[src/rtl/los_pkg.sv]
package los_pkg;

  // Next value of the zero-run counter, saturating at lim.
  function automatic logic [15:0] zrun_next(input logic [15:0] cur,
                                            input logic bit_v,
                                            input logic [15:0] lim);
    if (bit_v) return 16'd0;
    if (cur >= lim) return lim;
    return cur + 16'd1;
  endfunction

  // Running transition count: add the newest flag, drop the oldest.
  function automatic logic [15:0] win_next(input logic [15:0] cur,
                                           input logic add_v,
                                           input logic drop_v);
    return cur + {15'd0, add_v} - {15'd0, drop_v};
  endfunction

endpackage

[src/rtl/los_zero_run.sv]
module los_zero_run #(
  parameter int ZRUN = 128
) (
  input  logic clk,
  input  logic rst_n,
  input  logic bit_in,
  output logic zero_hit
);
  localparam int CW = $clog2(ZRUN + 1);

  logic [CW-1:0] run_q;
  logic [CW-1:0] run_d;

  always_comb begin
    run_d    = CW'(los_pkg::zrun_next(16'(run_q), bit_in, 16'(ZRUN)));
    zero_hit = (32'(run_d) >= ZRUN);
  end

  always_ff @(posedge clk or negedge rst_n) begin
    if (!rst_n) run_q <= '0;
    else        run_q <= run_d;
  end

  AST_RUN_BOUND: assert property (@(posedge clk) disable iff (!rst_n)
    32'(run_q) <= ZRUN);
  AST_ONE_RESETS_RUN: assert property (@(posedge clk) disable iff (!rst_n)
    bit_in |=> (run_q == '0));
endmodule

[src/rtl/los_trans_window.sv]
module los_trans_window #(
  parameter int WIN       = 128,
  parameter int TRANS_MIN = 16
) (
  input  logic                       clk,
  input  logic                       rst_n,
  input  logic                       bit_in,
  output logic                       clear_ok,
  output logic [$clog2(WIN+1)-1:0]   trans_cnt
);
  localparam int CW = $clog2(WIN + 1);

  logic           prev_q;
  logic           tflag;
  logic [WIN-1:0] hist_q;
  logic [CW-1:0]  cnt_d;

  always_comb begin
    tflag    = bit_in ^ prev_q;
    cnt_d    = CW'(los_pkg::win_next(16'(trans_cnt), tflag, hist_q[WIN-1]));
    clear_ok = (32'(cnt_d) >= TRANS_MIN);
  end

  always_ff @(posedge clk or negedge rst_n) begin
    if (!rst_n) begin
      prev_q    <= 1'b0;
      hist_q    <= '0;
      trans_cnt <= '0;
    end else begin
      prev_q    <= bit_in;
      hist_q    <= {hist_q[WIN-2:0], tflag};
      trans_cnt <= cnt_d;
    end
  end

  AST_WIN_COUNT_MATCH: assert property (@(posedge clk) disable iff (!rst_n)
    32'(trans_cnt) == $countones(hist_q));
  AST_WIN_NO_OVERFLOW: assert property (@(posedge clk) disable iff (!rst_n)
    32'(trans_cnt) <= WIN);
endmodule

[src/rtl/los_word_gate.sv]
module los_word_gate #(
  parameter int DW = 8
) (
  input  logic          clk,
  input  logic          rst_n,
  input  logic          byte_stb,
  input  logic          mute_req,
  input  logic [DW-1:0] par_in,
  output logic [DW-1:0] par_out,
  output logic          mute_o
);
  always_ff @(posedge clk or negedge rst_n) begin
    if (!rst_n) begin
      par_out <= '0;
      mute_o  <= 1'b1;
    end else if (byte_stb) begin
      par_out <= mute_req ? '0 : par_in;
      mute_o  <= mute_req;
    end
  end

  AST_WORD_STABLE: assert property (@(posedge clk) disable iff (!rst_n)
    !byte_stb |=> $stable(par_out) && $stable(mute_o));
  AST_MUTED_IS_ZERO: assert property (@(posedge clk) disable iff (!rst_n)
    mute_o |-> (par_out == '0));
endmodule

[src/rtl/los_mute_top.sv]
module los_mute_top #(
  parameter int DW        = 8,
  parameter int ZRUN      = 128,
  parameter int WIN       = 128,
  parameter int TRANS_MIN = 16
) (
  input  logic          clk,
  input  logic          rst_n,
  input  logic          bit_in,
  input  logic          byte_stb,
  input  logic [DW-1:0] par_in,
  input  logic          mon_dis,
  input  logic          sd_n,
  output logic          los_flag,
  output logic          mute,
  output logic [DW-1:0] par_out
);
  localparam int CW = $clog2(WIN + 1);

  logic          zero_hit;
  logic          clear_ok;
  logic [CW-1:0] trans_cnt;
  logic          mute_req;

  los_zero_run #(.ZRUN(ZRUN)) u_zero (
    .clk(clk), .rst_n(rst_n), .bit_in(bit_in), .zero_hit(zero_hit)
  );

  los_trans_window #(.WIN(WIN), .TRANS_MIN(TRANS_MIN)) u_win (
    .clk(clk), .rst_n(rst_n), .bit_in(bit_in),
    .clear_ok(clear_ok), .trans_cnt(trans_cnt)
  );

  always_ff @(posedge clk or negedge rst_n) begin
    if (!rst_n)                   los_flag <= 1'b1;
    else if (mon_dis)             los_flag <= 1'b0;
    else if (zero_hit)            los_flag <= 1'b1;
    else if (los_flag && clear_ok) los_flag <= 1'b0;
  end

  assign mute_req = (los_flag && !mon_dis) || !sd_n;

  los_word_gate #(.DW(DW)) u_gate (
    .clk(clk), .rst_n(rst_n), .byte_stb(byte_stb), .mute_req(mute_req),
    .par_in(par_in), .par_out(par_out), .mute_o(mute)
  );

  AST_DECLARE_ON_RUN: assert property (@(posedge clk) disable iff (!rst_n)
    zero_hit && !mon_dis |=> los_flag);
  AST_CLEAR_NEEDS_TRANS: assert property (@(posedge clk) disable iff (!rst_n)
    $fell(los_flag) |-> (32'(trans_cnt) >= TRANS_MIN) || $past(mon_dis));
  AST_DISABLE_DROPS: assert property (@(posedge clk) disable iff (!rst_n)
    mon_dis |=> !los_flag);
  AST_SD_FORCES_ZERO: assert property (@(posedge clk) disable iff (!rst_n)
    byte_stb && !sd_n |=> mute && (par_out == '0));
  AST_LOS_MUTES: assert property (@(posedge clk) disable iff (!rst_n)
    byte_stb && los_flag && !mon_dis |=> mute);
endmodule

[config.mk]
export PLATFORM = sky130hd
export DESIGN_NAME = los_mute_top
export DESIGN_NICKNAME = d
export VERILOG_FILES = /design/src/rtl/los_pkg.sv /design/src/rtl/los_zero_run.sv /design/src/rtl/los_trans_window.sv /design/src/rtl/los_word_gate.sv /design/src/rtl/los_mute_top.sv
export SDC_FILE = /design/constraint.sdc
export NUM_CORES = 1
export LEC_CHECK = 0
export BUFFER_PORTS_ARGS = -buffer_cell sky130_fd_sc_hd__buf_2
export CAP_MARGIN = 30
export CELL_PAD_IN_SITES_DETAIL_PLACEMENT = 0
export CELL_PAD_IN_SITES_GLOBAL_PLACEMENT = 1
export CORE_UTILIZATION = 50
export CTS_CLUSTER_SIZE = 24
export DETAILED_ROUTE_END_ITERATION = 6
export PLACE_DENSITY = 0.84
export SETUP_SLACK_MARGIN = 0.3
export SYNTH_ARGS = -nofsm -noshare
export SYNTH_HDL_FRONTEND = slang
export SYNTH_SLANG_ARGS = --single-unit
[constraint.sdc]
create_clock -name clk -period 3.2 [get_ports clk]
set_input_delay 0.16 -clock clk [delete_from_list [all_inputs] [get_ports clk]]
set_output_delay 0.16 -clock clk [all_outputs]
set_load 0.03 [all_outputs]
Yosys cells after proc, flatten, opt, wreduce, memory -nomap -nowiden
Cells that the tools add are included.
Widths: inputs -> output; s select.
{ "totals": {"reg_bits": 155, "inputBits": 14, "out_inout_bits": 10, "elab_cells": 31} }
{ "op_classes": {"addsub": 3, "order_cmp": 3, "muxes": 11, "bitwise": 1, "n_reduce_logical": 6} }
{ "ops": {"columns": ["op", "n"], "rows": [
  ["$mux 8", 5],
  ["$ge 8x8->1 const B", 2],
  ["$add 8x1->8", 1],
  ["$add 8x1->8 const B", 1],
  ["$ge 8x5->1 const B", 1],
  ["$sub 8x1->8", 1],
  ["$mux 1", 6],
  ["$reduce_bool 3->1", 1],
  ["$logic_and 1x1->1", 2],
  ["$logic_not 1->1", 2],
  ["$logic_or 1x1->1", 1],
  ["$xor 1x1->1", 1]
]} }

Depth between registers and ports, before layout
{ "logic_depth": {"depth_word": 8, "depth_mapped": 11, "depth_no_buf": 11} }

Modules after synthesis
A second synthesis with hierarchy kept.
{ "hier_totals": {"cells_unflattened": 279, "hier_area_um2": 4758.3} }
{ "modules_own_cells": {"columns": ["module", "n_inst", "cells_each", "area_per_inst_um2", "seq_area_each_um2"], "rows": [
  ["los_trans_window", 1, 199, 3895.0, 3428.3],
  ["los_word_gate", 1, 36, 425.4, 226.5],
  ["los_zero_run", 1, 38, 384.1, 200.2],
  ["los_mute_top", 1, 6, 53.8, 26.3]
]} }

Least setup slack after synthesis
No wires, ideal clock.
{ "synth_path": {"path_type": "register to register", "startpoint": "reg u_win.trans_cnt[0]", "endpoint": "reg los_flag", "setup_time_ns": 0.097, "t_arrival_ns": 2.220, "t_required_ns": 3.103, "slack_ns": 0.883, "path_stages_with_launch": 12, "n_path_buf": 0, "synth_period_minus_slack_ns": 2.317, "cell_sequence": "dfrtp_1 inv_1 ha_1 inv_1 ha_1 inv_1 fa_1 nand2b_1 a21oi_2 a2111o_1 o2111ai_2 o41ai_2"} }
{ "synth_via": {"elab_chain_cells": 5} }
{ "synth_rtl": {"columns": ["element", "line", "source"], "rows": [
  ["start, declared", "los_trans_window.sv:9", "output logic [$clog2(WIN+1)-1:0] trans_cnt"],
  ["start signal, assigned", "los_trans_window.sv:32", "trans_cnt <= cnt_d;"],
  ["$add 8x1->8", "los_pkg.sv:16", "return cur + {15'd0, add_v} - {15'd0, drop_v};"],
  ["$sub 8x1->8", "los_pkg.sv:16", null],
  ["via u_win.cnt_d[6]", "los_trans_window.sv:16", "logic [CW-1:0] cnt_d;"],
  ["$ge 8x5->1", "los_trans_window.sv:21", "clear_ok = (32'(cnt_d) >= TRANS_MIN);"],
  ["$logic_and 1x1->1", "los_mute_top.sv:38", "else if (los_flag && clear_ok) los_flag <= 1'b0;"],
  ["$reduce_bool 3->1 (no line)", null, null],
  ["end signal, assigned", "los_mute_top.sv:36", "else if (mon_dis) los_flag <= 1'b0;"],
  ["end signal, assigned", "los_mute_top.sv:37", "else if (zero_hit) los_flag <= 1'b1;"],
  ["end signal, assigned", "los_mute_top.sv:38", null],
  ["end, declared", "los_mute_top.sv:14", "output logic los_flag,"]
]} }
The timed path passes the listed nets, and every way through them passes these cells.
A chain may end at the register's enable or synchronous reset.

Worst setup path after layout
{ "layout_path": {"startpoint": "reg u_win.hist_q[127]", "endpoint": "reg los_flag"} }
{ "layout_via": {"elab_chain_cells": 4} }
{ "layout_rtl": {"columns": ["element", "line", "source"], "rows": [
  ["start, declared", "los_trans_window.sv:15", "logic [WIN-1:0] hist_q;"],
  ["start signal, assigned", "los_trans_window.sv:31", "hist_q <= {hist_q[WIN-2:0], tflag};"],
  ["$sub 8x1->8", "los_pkg.sv:16", null],
  ["via u_win.cnt_d[6]", "los_trans_window.sv:16", null],
  ["$ge 8x5->1", "los_trans_window.sv:21", null],
  ["$logic_and 1x1->1", "los_mute_top.sv:38", null],
  ["$reduce_bool 3->1 (no line)", null, null]
]} }
The timed path passes the listed nets, and every way through them passes these cells.

==> flow_summary.json <==
{
  "status": "finished, final reports clean",
  "final_nets": 348,
  "final_common_cell": "dfrtp_1",
  "crit_fanout": 3,
  "grt_start_max_net_pins": 93,
  "synth_area_leaders": "dfrtp_1 (84%), ha_1 (2.7%), inv_1 (2.0%)",
  "path_class": "register to register",
  "cts_made_buffers": 17,
  "rsz0062_at_grt": "no",
  "firstDrtPassIters": 4,
  "fin_worst_skew_ps": 5.14,
  "grt_pass1_wl_mm": 11.7,
  "fmax_mhz": 397,
  "tns_ps": 0,
  "finalSetupViolations": 0,
  "cts_tree": "yes",
  "worstMarginPinSlew_ps": 439,
  "synth_top_area_share": 0.841,
  "power.density_mw_per_mm2": 864,
  "syn_avg_cell_area_um2": 17.4,
  "dieWidth_um": 97.4,
  "final_core_util": 0.643,
  "core_area_mm2": 0.00876,
  "syn_nets": 286,
  "timing.rr.start": "u_win.hist_q[127]$_DFF_PN0_",
  "die_h_um": 97.4,
  "synthCells": 261,
  "rows": 34,
  "die-area_mm2": 0.00949,
  "antenna_found_initial": 0,
  "cp_data_required_time_ps": 3630,
  "drv_slew": 0,
  "nFillCells": 617,
  "critPathCaptureType": "register",
  "final_cell_mix": "dfrtp_1 (153), inv_1 (24), buf_2 (22)",
  "final_hold_viol_count": 0,
  "io_pins": 24,
  "period_needed_ps": 2520,
  "cts.htree.levels": 4,
  "root_buffer": "clkbuf_8",
  "relSlewSlack": 0.708,
  "grt_pass1_vias": 2280,
  "fin_crit_sh": 0.787,
  "first_iter_violations": 110,
  "design_area_mm2": 0.00564,
  "placed_area_mm2": 0.00484,
  "crit_start": "u_win.hist_q[127]$_DFF_PN0_",
  "clk_latency_ps": 520,
  "syn_area_mm2": 0.00455,
  "ys_seq_elements": 155,
  "clk_pin_slew_ps": 70,
  "cts_sinks": 155,
  "ant_nets": 0,
  "drt-total-wl_mm": 6.63,
  "clockBufferDepth": 2,
  "cp.arrival_ps": 2940,
  "io_buffers": 23,
  "diodes": 0,
  "max-vdd-ir-drop_mv": 0.566,
  "cts_resized": 0,
  "dpl.hpwl_mm": 3.37,
  "cap_violations": 0,
  "via_count": 2018,
  "drcViolationCount": 0,
  "start_util": 0.519,
  "area_growth_pct": 23.8,
  "grt.total_usage": 0.170,
  "ys_warn_count": 0,
  "synthDistinctLibCells": 30,
  "min_path_type": "input pin to async pin",
  "synth_top_area_cell": "dfrtp_1",
  "power_mw": 4.87,
  "yosysSeqAreaShare": 0.853,
  "layout-drive-gt1-share": 0.196,
  "wire_per_inst_um": 14.9,
  "avgViaCountPerCell": 4.55,
  "startpoint_type": "register",
  "gp_congestion": 0.717,
  "cts_setup_buffers": 0,
  "p_leak_nw": 2.84,
  "grt-ovfl-total": 0
}
## synth_stat cells
library cell,n
a31oi_1,2
a21oi_2,1
dfstp_2,2
and2_1,1
xor2_1,7
ha_1,10
xnor2_1,5
o41ai_2,1
nand2_1,9
fa_1,1
or2_2,2
a41oi_1,1
and3_1,2
o21ai_1,1
o211ai_1,1
nand2b_1,2
or3_1,1
a211oi_2,1
nor2_1,12
nor3_1,1
o2111ai_2,1
inv_1,24
o21ai_0,8
dfrtp_1,153
a2111o_1,1
clkbuf_1,3
nand4_1,1
nand3_1,3
a21oi_1,2
a21o_1,2
## worst max-delay path, stage by stage (launching register included)
cell       delay [ps]
dfrtp_1           370
ha_1              270
inv_1              70
ha_1              210
inv_1              80
fa_1              400
nand2b_1          170
a21oi_2           180
a2111o_1          180
o2111ai_2         150
o41ai_2           350
## power breakdown
part	leakage (nW)	internal, mW	total (mW)	switching [mW]
registers	2.01	2.10	2.16	0.0611
logic	0.546	0.308	0.727	0.420
clock network	0.283	1.14	1.98	0.837
total	2.84	3.55	4.87	1.32
## metal layers
| metal | wire, um | track usage | vias to the layer above |
|---|---|---|---|
| li1 | - | - | 955 |
| met4 | 91 | 0.0679 | 0 |
| met1 | 3260 | 0.238 | 1004 |
| met2 | 2950 | 0.236 | 47 |
| met3 | 327 | 0.0734 | 12 |
| met5 | 0 | 0 | - |
## stage by stage
| stage | setup WS (ps) | hold slack (ps) | std cells |
|---|---|---|---|
| CTS | 656 | 65.1 | 444 |
| global placement | 775 | 334 | 391 |
| detailed placement | 689 | 63.5 | 392 |
| finish | 683 | 93.4 | 444 |
| global route | 544 | 103 | 444 |
| floorplan | 883 | -136 | 261 |
## sequential cells by signal, summed over array words and instances, names as in the netlist
register and flops:
u_zero.run_q 8, los_flag 1, u_gate.mute_o 1, u_win.prev_q 1, u_win.hist_q 128, u_gate.par_out 8
u_win.trans_cnt 8
## final cells by class
type                            count  area, um2  area share
Clock buffer                       17        414      0.0735
Inverter                           24       90.1      0.0160
Multi-Input combinational cell     79        568       0.101
Clock inverter                     15        183      0.0324
Timing Repair Buffer               46        364      0.0646
Tap cell                          108        135      0.0240
Sequential cell                   155       3880       0.689
## cell families after synthesis
family                     after synthesis  share of synthesized area
DFF                                    155                      0.853
and+or+nand+nor                         34                     0.0341
buffers and inverters                   27                     0.0223
AOI/OAI and AO/OA                       22                     0.0357
xor gates and xnor gates                12                     0.0231
adders and majority gates               11                     0.0319
## repair_timing
action | CTS | global route
endpoints found under the hold margin | 135 | 0
hold buffers | 20 | 0
endpoints found under the setup margin | 0 | 0
## worst paths after layout
path | to | slack, ps | depth (start not counted)
setup / recovery | los_flag$_DFFE_PN1P_ | 680 | 10
hold / removal | u_win.hist_q[72]$_DFF_PN0_ | 90 | 2
setup reg to reg | los_flag$_DFFE_PN1P_ | 680 | 10
hold reg to reg | u_win.hist_q[100]$_DFF_PN0_ | 350 | 0
max in group asynchronous | u_win.hist_q[33]$_DFF_PN0_ | 2090 | 4
min in group clk | u_gate.mute_o$_DFFE_PN1P_ | 110 | 3
Power figures use the tool's default switching activity.
